<file path="config.mk">
export PLATFORM = sky130hd
export DESIGN_NAME = dma_addr_gen
export DESIGN_NICKNAME = d
export VERILOG_FILES = /design/src/rtl/dma_ag_pkg.sv /design/src/rtl/dma_ag_shadow.sv /design/src/rtl/dma_ag_wrap_ctr.sv /design/src/rtl/dma_ag_base.sv /design/src/rtl/dma_ag_addr.sv /design/src/rtl/dma_addr_gen.sv
export SDC_FILE = /design/constraint.sdc
export NUM_CORES = 1
export LEC_CHECK = 0
export ABC_AREA = 0
export ABC_CLOCK_PERIOD_IN_PS = 15600
export CORE_MARGIN = 1.5
export CORE_UTILIZATION = 35
export CTS_CLUSTER_DIAMETER = 80
export DETAILED_ROUTE_END_ITERATION = 7
export PLACE_DENSITY = 0.62
export REMOVE_ABC_BUFFERS = 1
export SLEW_MARGIN = 20
export SYNTH_ARGS = -nofsm -noshare
export SYNTH_HDL_FRONTEND = slang
export SYNTH_SLANG_ARGS = --single-unit
</file>
<file path="constraint.sdc">
create_clock -name clk -period 15.6 [get_ports clk]
set_clock_uncertainty 0.05 [all_clocks]
set_input_delay 3.12 -clock clk [delete_from_list [all_inputs] [get_ports clk]]
set_output_delay 3.12 -clock clk [all_outputs]
set_load 0.02 [all_outputs]
</file>
<file path="src/rtl/dma_ag_pkg.sv">
`timescale 1ns/1ps
// Package: shared types for the DMA address generator.
// Assumes: nothing; holds only the burst-level action encoding.
package dma_ag_pkg;

    // What the burst-level logic does to the active address on this edge.
    typedef enum logic [1:0] {
        ACT_NONE = 2'd0,   // no burst completed
        ACT_STEP = 2'd1,   // add the per-burst step
        ACT_WRAP = 2'd2    // advance base and reload address from it
    } burst_act_e;

endpackage

</file>
<file path="src/rtl/dma_ag_shadow.sv">
`timescale 1ns/1ps
// Module: dma_ag_shadow
// Holds the software-written start address and wrap base.
// Assumes: write strobes are single-cycle or level; the last write wins.
module dma_ag_shadow #(
    parameter int ADDR_W = 32
) (
    input  logic              clk,
    input  logic              rst_n,
    input  logic              addr_we,
    input  logic [ADDR_W-1:0] addr_wdata,
    input  logic              base_we,
    input  logic [ADDR_W-1:0] base_wdata,
    output logic [ADDR_W-1:0] shd_addr,
    output logic [ADDR_W-1:0] shd_base
);

    // Capture software writes to the shadow start address.
    always_ff @(posedge clk) begin
        if (!rst_n)       shd_addr <= '0;
        else if (addr_we) shd_addr <= addr_wdata;
    end

    // Capture software writes to the shadow wrap base.
    always_ff @(posedge clk) begin
        if (!rst_n)       shd_base <= '0;
        else if (base_we) shd_base <= base_wdata;
    end

    // shadows change only when written.
    assert_shadow_addr_hold_R8: assert property (@(posedge clk) disable iff (!rst_n)
        !addr_we |=> $stable(shd_addr));
    assert_shadow_base_hold_R8: assert property (@(posedge clk) disable iff (!rst_n)
        !base_we |=> $stable(shd_base));

endmodule

</file>
<file path="src/rtl/dma_ag_wrap_ctr.sv">
`timescale 1ns/1ps
// Module: dma_ag_wrap_ctr
// Counts bursts down from the wrap size and decides, per burst,
// whether the burst-level update is a step or a wrap.
// Assumes: xfer_start has priority over burst_done in the same cycle.
module dma_ag_wrap_ctr
    import dma_ag_pkg::*;
#(
    parameter int WRAP_W = 16
) (
    input  logic              clk,
    input  logic              rst_n,
    input  logic              xfer_start,
    input  logic              burst_done,
    input  logic [WRAP_W-1:0] wrap_size,
    output burst_act_e        act
);

    logic [WRAP_W-1:0] cnt_q;
    logic              at_zero;

    assign at_zero = (cnt_q == '0);

    // Classify the current burst edge as none, step or wrap.
    always_comb begin
        act = ACT_NONE;
        if (burst_done && !xfer_start) act = at_zero ? ACT_WRAP : ACT_STEP;
    end

    // Load on transfer start, reload on wrap, count down on other bursts.
    always_ff @(posedge clk) begin
        if (!rst_n)                cnt_q <= '0;
        else if (xfer_start)       cnt_q <= wrap_size;
        else if (act == ACT_WRAP)  cnt_q <= wrap_size;
        else if (act == ACT_STEP)  cnt_q <= cnt_q - 1'b1;
    end

    // transfer start loads the counter from the wrap size.
    assert_cnt_load_R6: assert property (@(posedge clk) disable iff (!rst_n)
        xfer_start |=> cnt_q == $past(wrap_size));
    // a non-wrapping burst counts down by one.
    assert_cnt_dec_R4: assert property (@(posedge clk) disable iff (!rst_n)
        (burst_done && !xfer_start && cnt_q != '0) |=> cnt_q == $past(cnt_q) - 1'b1);
    // a wrap reloads the counter.
    assert_cnt_reload_R7: assert property (@(posedge clk) disable iff (!rst_n)
        (burst_done && !xfer_start && cnt_q == '0) |=> cnt_q == $past(wrap_size));
    // no burst and no start leaves the counter alone.
    assert_cnt_hold_R11: assert property (@(posedge clk) disable iff (!rst_n)
        (!burst_done && !xfer_start) |=> $stable(cnt_q));

endmodule

</file>
<file path="src/rtl/dma_ag_base.sv">
`timescale 1ns/1ps
// Module: dma_ag_base
// Active wrap base pointer: loaded from the shadow at transfer start,
// advanced by the signed wrap step on each wrap.
// Assumes: act already reflects xfer_start priority.
module dma_ag_base
    import dma_ag_pkg::*;
#(
    parameter int ADDR_W = 32,
    parameter int STEP_W = 16
) (
    input  logic              clk,
    input  logic              rst_n,
    input  logic              xfer_start,
    input  logic [ADDR_W-1:0] shd_base,
    input  burst_act_e        act,
    input  logic [STEP_W-1:0] wrap_step,
    output logic [ADDR_W-1:0] wrap_base
);

    localparam int EXT_W = ADDR_W - STEP_W;

    logic [ADDR_W-1:0] base_q;
    logic [ADDR_W-1:0] step_ext;

    // Sign-extend the wrap step to address width.
    assign step_ext  = {{EXT_W{wrap_step[STEP_W-1]}}, wrap_step};
    // Base value a wrap on this edge would produce (modulo 2^ADDR_W).
    assign wrap_base = base_q + step_ext;

    // Load from the shadow or advance on a wrap.
    always_ff @(posedge clk) begin
        if (!rst_n)               base_q <= '0;
        else if (xfer_start)      base_q <= shd_base;
        else if (act == ACT_WRAP) base_q <= wrap_base;
    end

    // transfer start copies the shadow base.
    assert_base_load_R2: assert property (@(posedge clk) disable iff (!rst_n)
        xfer_start |=> base_q == $past(shd_base));
    // the base only moves on start or wrap, never on shadow writes.
    assert_base_hold_R8: assert property (@(posedge clk) disable iff (!rst_n)
        (!xfer_start && act != ACT_WRAP) |=> $stable(base_q));

endmodule

</file>
<file path="src/rtl/dma_ag_addr.sv">
`timescale 1ns/1ps
// Module: dma_ag_addr
// Active address register. Applies the per-word step, then the
// burst-level step or wrap reload, in one registered update.
// Assumes: act already reflects xfer_start priority; wrap_base is the
// advanced base for this edge.
module dma_ag_addr
    import dma_ag_pkg::*;
#(
    parameter int ADDR_W = 32,
    parameter int STEP_W = 16
) (
    input  logic              clk,
    input  logic              rst_n,
    input  logic              xfer_start,
    input  logic [ADDR_W-1:0] shd_addr,
    input  logic              word_done,
    input  logic [STEP_W-1:0] word_step,
    input  burst_act_e        act,
    input  logic [STEP_W-1:0] burst_step,
    input  logic [ADDR_W-1:0] wrap_base,
    output logic [ADDR_W-1:0] cur_addr
);

    localparam int EXT_W = ADDR_W - STEP_W;

    logic [ADDR_W-1:0] word_ext;
    logic [ADDR_W-1:0] burst_ext;
    logic [ADDR_W-1:0] after_word;
    logic [ADDR_W-1:0] addr_next;

    // Sign-extend both steps to address width.
    assign word_ext  = {{EXT_W{word_step[STEP_W-1]}}, word_step};
    assign burst_ext = {{EXT_W{burst_step[STEP_W-1]}}, burst_step};

    // Word step first, so the burst-level change sees the stepped address.
    assign after_word = word_done ? (cur_addr + word_ext) : cur_addr;

    // Pick the next active address.
    always_comb begin
        unique case (act)
            ACT_STEP: addr_next = after_word + burst_ext;
            ACT_WRAP: addr_next = wrap_base;
            default:  addr_next = after_word;
        endcase
    end

    // Register the active address.
    always_ff @(posedge clk) begin
        if (!rst_n)          cur_addr <= '0;
        else if (xfer_start) cur_addr <= shd_addr;
        else                 cur_addr <= addr_next;
    end

    // transfer start shows the shadow start address.
    assert_addr_load_R2: assert property (@(posedge clk) disable iff (!rst_n)
        xfer_start |=> cur_addr == $past(shd_addr));
    // a wrap loads the advanced base.
    assert_addr_wrap_R6: assert property (@(posedge clk) disable iff (!rst_n)
        (act == ACT_WRAP) |=> cur_addr == $past(wrap_base));
    // no strobe, no change.
    assert_addr_hold_R11: assert property (@(posedge clk) disable iff (!rst_n)
        (!xfer_start && !word_done && act == ACT_NONE) |=> $stable(cur_addr));

endmodule

</file>
<file path="src/rtl/dma_addr_gen.sv">
`timescale 1ns/1ps
// Module: dma_addr_gen (top)
// Address generator for one side of a DMA channel: shadow/active
// start and base pointers, signed word and burst steps, burst-counted
// wrapping. Assumes strobes come from a sequencer, one per event.
module dma_addr_gen #(
    parameter int ADDR_W = 32,
    parameter int STEP_W = 16,
    parameter int WRAP_W = 16
) (
    input  logic              clk,
    input  logic              rst_n,
    input  logic              shd_addr_we,
    input  logic [ADDR_W-1:0] shd_addr_wdata,
    input  logic              shd_base_we,
    input  logic [ADDR_W-1:0] shd_base_wdata,
    input  logic              xfer_start,
    input  logic              word_done,
    input  logic              burst_done,
    input  logic [STEP_W-1:0] word_step,
    input  logic [STEP_W-1:0] burst_step,
    input  logic [WRAP_W-1:0] wrap_size,
    input  logic [STEP_W-1:0] wrap_step,
    output logic [ADDR_W-1:0] cur_addr
);

    import dma_ag_pkg::*;

    localparam int EXT_W = ADDR_W - STEP_W;

    logic [ADDR_W-1:0] shd_addr;
    logic [ADDR_W-1:0] shd_base;
    logic [ADDR_W-1:0] wrap_base;
    burst_act_e        act;

    dma_ag_shadow #(.ADDR_W(ADDR_W)) u_shadow (
        .clk        (clk),
        .rst_n      (rst_n),
        .addr_we    (shd_addr_we),
        .addr_wdata (shd_addr_wdata),
        .base_we    (shd_base_we),
        .base_wdata (shd_base_wdata),
        .shd_addr   (shd_addr),
        .shd_base   (shd_base)
    );

    dma_ag_wrap_ctr #(.WRAP_W(WRAP_W)) u_wrap_ctr (
        .clk        (clk),
        .rst_n      (rst_n),
        .xfer_start (xfer_start),
        .burst_done (burst_done),
        .wrap_size  (wrap_size),
        .act        (act)
    );

    dma_ag_base #(.ADDR_W(ADDR_W), .STEP_W(STEP_W)) u_base (
        .clk        (clk),
        .rst_n      (rst_n),
        .xfer_start (xfer_start),
        .shd_base   (shd_base),
        .act        (act),
        .wrap_step  (wrap_step),
        .wrap_base  (wrap_base)
    );

    dma_ag_addr #(.ADDR_W(ADDR_W), .STEP_W(STEP_W)) u_addr (
        .clk        (clk),
        .rst_n      (rst_n),
        .xfer_start (xfer_start),
        .shd_addr   (shd_addr),
        .word_done  (word_done),
        .word_step  (word_step),
        .act        (act),
        .burst_step (burst_step),
        .wrap_base  (wrap_base),
        .cur_addr   (cur_addr)
    );

    // a lone word strobe moves the address by the signed step, modulo 2^ADDR_W.
    assert_word_step_R3: assert property (@(posedge clk) disable iff (!rst_n)
        (word_done && !burst_done && !xfer_start) |=>
        cur_addr == $past(cur_addr) + {{EXT_W{$past(word_step[STEP_W-1])}}, $past(word_step)});
    // with start high the strobes have no effect; the shadow value arrives.
    assert_start_priority_R9: assert property (@(posedge clk) disable iff (!rst_n)
        xfer_start |=> cur_addr == $past(shd_addr));

endmodule

</file>
==> metrics.md <==
| Metric | Value |
|---|---|
| Status | `finished, final reports clean` |
| Critical path startpoint category | `primary input` |
| Reg clk slew, reported paths | `~0.060 ns` |
| Synthesized cell area | `~11,000 µm²` |
| Pins Over Slew Limit | `0` |
| # IOs | `167` |
| Final setup viols | `0` |
| Post-CTS Resized | `0` |
| Critical path type | `in -> reg` |
| Cts hold-fix bufs | `0` |
| Setup crit end kind | `flip-flop` |
| Sink Count | `144` |
| Asr flop ratio synth | `0` |
| PwrDens | `between 90 and 100 nW/µm²` |
| Final Hold Viols | `0` |
| Fillers | `between 3,000 and 4,000` |
| Sw Share | `0.351` |
| Iter 0 DRT Violations | `604` |
| Port Buf Inserts | `between 150 and 200` |
| Post-synth top cells | `156 x nor2_1, 144 x dfxtp_1, 142 x a21oi_1, 131 x nand2_1, 97 x o21ai_0` |
| Initial antenna violation count | `2` |
| Worst Path Required | `approximately 16 ns` |
| Final net count | `1,766` |
| Slew headroom | `0.298` |
| Area growth syn-to-layout | `23.7%` |
| Post-synth EDFFs | `0` |
| Synth Warn # | `0` |
| First-pass GRT wire length | `around 56 mm` |
| Leakage | `5.86 nW` |
| Worst VDD drop | `0.0692 mV` |
| Sequential Area | `2880 µm²` |
| Wire length per cell | `18.3 µm` |
| Reg2reg path depth | `20` |
| Distinct cells, synth | `between 60 and 70` |
| Cell row count | `between 60 and 70` |
| Share of cells above drive strength 1 | `0.0511` |
| Final Util | `0.443` |
| Ys flop type | `dfxtp_1` |
| Worst-Margin Slew | `1.05 ns` |
| Pin count of the biggest net entering global routing | `75` |
| Post-detailed-route count of antenna-violating nets | `0` |
| Internal power | `approximately 0.9 mW` |
| CP arrival | `between 8 and 9 ns` |
| Area of the multi-input gates | `slightly below 8000 µm²` |
| Gate count after technology mapping | `approximately 1,400` |
| Most instantiated library cell after synthesis | `nor2_1` |
| Total GRT Usage | `0.216` |
| CTS tree | `yes` |
| TritonCTS Buffers | `17` |
| Hold Path Cell Cnt | `2` |
| Total negative setup slack | `0 ns` |
| Tcrit/Tclk final | `0.539` |
| GP Congestion | `between 0.9 and 1` |
| Max Freq | `approximately 120 MHz` |
| R2r endpoint | `u_addr.cur_addr[31]` |
| Worst-path cell chain | `clkdlybuf4s50_1, ha_1, fa_1, a211oi_1, nor4b_1, o311ai_2, a21boi_0, o21ai_0, a21boi_0, o31ai_1, ha_1, o21a_1, a21o_1, a2111oi_0, a22o_1, o211ai_1, a41oi_1, o21ai_0, o21a_1, xor3_1, o22ai_1` |
| RSZ-0062 raised after global routing | `false` |
| Die Height | `roughly 180 µm` |
| Root buf cell | `clkbuf_16` |
| GR Overflow Total | `0` |
| Worst skew pair latency | `roughly 0.44 ns` |
| CP max stage cell | `fa_1` |
| Sequential power share | `0.305` |
| Vias in the first global route | `10,300` |
| Critical path's largest stage delay | `between 0.4 and 0.5 ns` |
| Dominant cell type by area after synthesis | `dfxtp_1` |
| DR pass1 iterations | `5` |
| Clock power share | `0.319` |
| MaxCap Viol Count | `0` |
| Total core area | `between 30,000 and 40,000 µm²` |
| Initial Util | `0.358` |
| Routed via count | `10,900` |
| Reg2reg setup slack | `~10 ns` |
| H-tree depth | `4` |
| Syn avg cell area | `approximately 7.9 µm²` |
| Sequential area share after synthesis | `0.261` |
| WHS Endpoint | `u_base.base_q[22]` |
| Worst r2r src | `u_addr.cur_addr[0]` |
| Pre-CTS setup slack | `approximately 7 ns` |
| Synth area leaders | `dfxtp_1 26%, ha_1 11%, a21oi_1 6.4%` |
| Width of the die | `between 150 and 200 µm` |
| Die ar. | `32,600 µm²` |
| Max Root-Sink Buffers | `2` |
| Drt drc | `0` |
| Final setup margin | `about 7.2 ns` |
| Post-CTS setup buffers | `0` |
| Hold Slack | `0.411 ns` |
| Final HPWL DP | `between 20 and 30 mm` |
| Sw Pwr | `0.478 mW` |
| Final wirelength | `35.6 mm` |
| Gate power share | `0.375` |
| Flops & latches, synth | `roughly 140` |
| Minimum clock period | `around 8.4 ns` |
| Post-synth top area share | `0.261` |
| Hold crit path type | `reg -> reg` |
| Via-to-Cell Ratio | `around 5.6` |
| Worst Path Max Fanout | `5` |
| Hold_sp | `u_base.base_q[22]` |
## how the worst max path moves through the flow
stage,slack (ns),from,cells after the start,endpoint
after floorplan,8.07,word_step[0],20,u_addr.cur_addr[31]
after global placement,7.06,word_step[0],21,u_addr.cur_addr[31]
after detailed placement,6.86,word_step[0],21,u_addr.cur_addr[31]
after CTS,7.29,word_step[0],21,u_addr.cur_addr[31]
after global routing,6.76,word_step[0],21,u_addr.cur_addr[31]
final,7.20,word_step[0],21,u_addr.cur_addr[31]
## metal layers
layer | share of wire | track usage
met1 | 0.46 | 0.290
met2 | 0.47 | 0.364
met3 | 0.051 | 0.0212
met4 | 0.016 | 0.0669
met5 | 0 | 0
## metrics by stage
step,power [mW],cells,area [µm²]
finish,1.36,1943,13700
global route,1.44,1943,13700
CTS,1.36,1941,13600
detailed placement,0.927,1909,13000
global placement,0.926,1909,13000
floorplan,0.769,1335,10800
## sequential cells by signal (all words and copies together), names as in the netlist
register and count:
u_addr.cur_addr 32, u_shadow.shd_addr 32, u_base.base_q 32, u_shadow.shd_base 32, u_wrap_ctr.cnt_q 16
## kinds of logic (layout without fill, tap and decap cells)
kind of cell	Yosys count	in the layout	share of synthesized area
compound gates	474	474	0.276
simple gates	426	426	0.173
flops	144	144	0.261
fa+ha+maj	99	99	0.114
buf+inv	99	241	0.0337
mux	86	86	0.0807
xor+xnor	75	75	0.0609
other cells	0	2	0
## power by group through the flow
stage	clock network [mW]	logic (mW)	registers [mW]
2_1_floorplan	0	0.342	0.427
3_3_place_gp	0	0.503	0.423
3_5_place_dp	0	0.503	0.424
4_1_cts	0.441	0.507	0.416
5_1_grt	0.456	0.564	0.419
6_report	0.435	0.511	0.416
## worst max-delay path: cells and delay by family
family,cells,cell delay [ns]
AO/OA/AOI/OAI,15,3.73
adder cells (fa/ha/maj),3,1.02
buffers and inverters,1,0.40
XOR/XNOR,1,0.19
AND/OR/NAND/NOR,1,0.16
## area by class of cell
type                    instances  share of cell area
multi-input cells            1160               0.571
flip-flops and latches        144               0.211
repair buffers                178               0.127
well taps                     396              0.0363
inverters                      31             0.00862
diodes                          2            0.000367
clock inverters                14              0.0132
clock buffers                  18              0.0322
## cells in the final DEF, fill, tap and decap left out, types with 6 or more instances in the layout
| cell | n |
|---|---|
| clkdlybuf4s50_1 | 163 |
| nor2_1 | 155 |
| dfxtp_1 | 144 |
| a21oi_1 | 142 |
| nand2_1 | 131 |
| o21ai_0 | 97 |
| ha_1 | 96 |
| mux2i_1 | 65 |
| xnor2_1 | 49 |
| a21o_1 | 45 |
| inv_1 | 30 |
| nand3_1 | 27 |
| nor3_1 | 25 |
| xor2_1 | 25 |
| a22oi_1 | 23 |
| a31oi_1 | 21 |
| mux2_2 | 20 |
| a211oi_1 | 19 |
| clkbuf_16 | 17 |
| nand2b_1 | 15 |
| o21a_1 | 14 |
| o211ai_1 | 14 |
| and3_1 | 13 |
| nand4_1 | 13 |
| buf_4 | 12 |
| o31ai_1 | 11 |
| o21bai_1 | 10 |
| or3_1 | 9 |
| and2_1 | 9 |
| a221oi_1 | 8 |
| a311oi_1 | 7 |
| a211o_1 | 6 |
| a21boi_0 | 6 |
| a2111oi_0 | 6 |
| nor2b_1 | 6 |
Power figures use the tool's default switching activity.
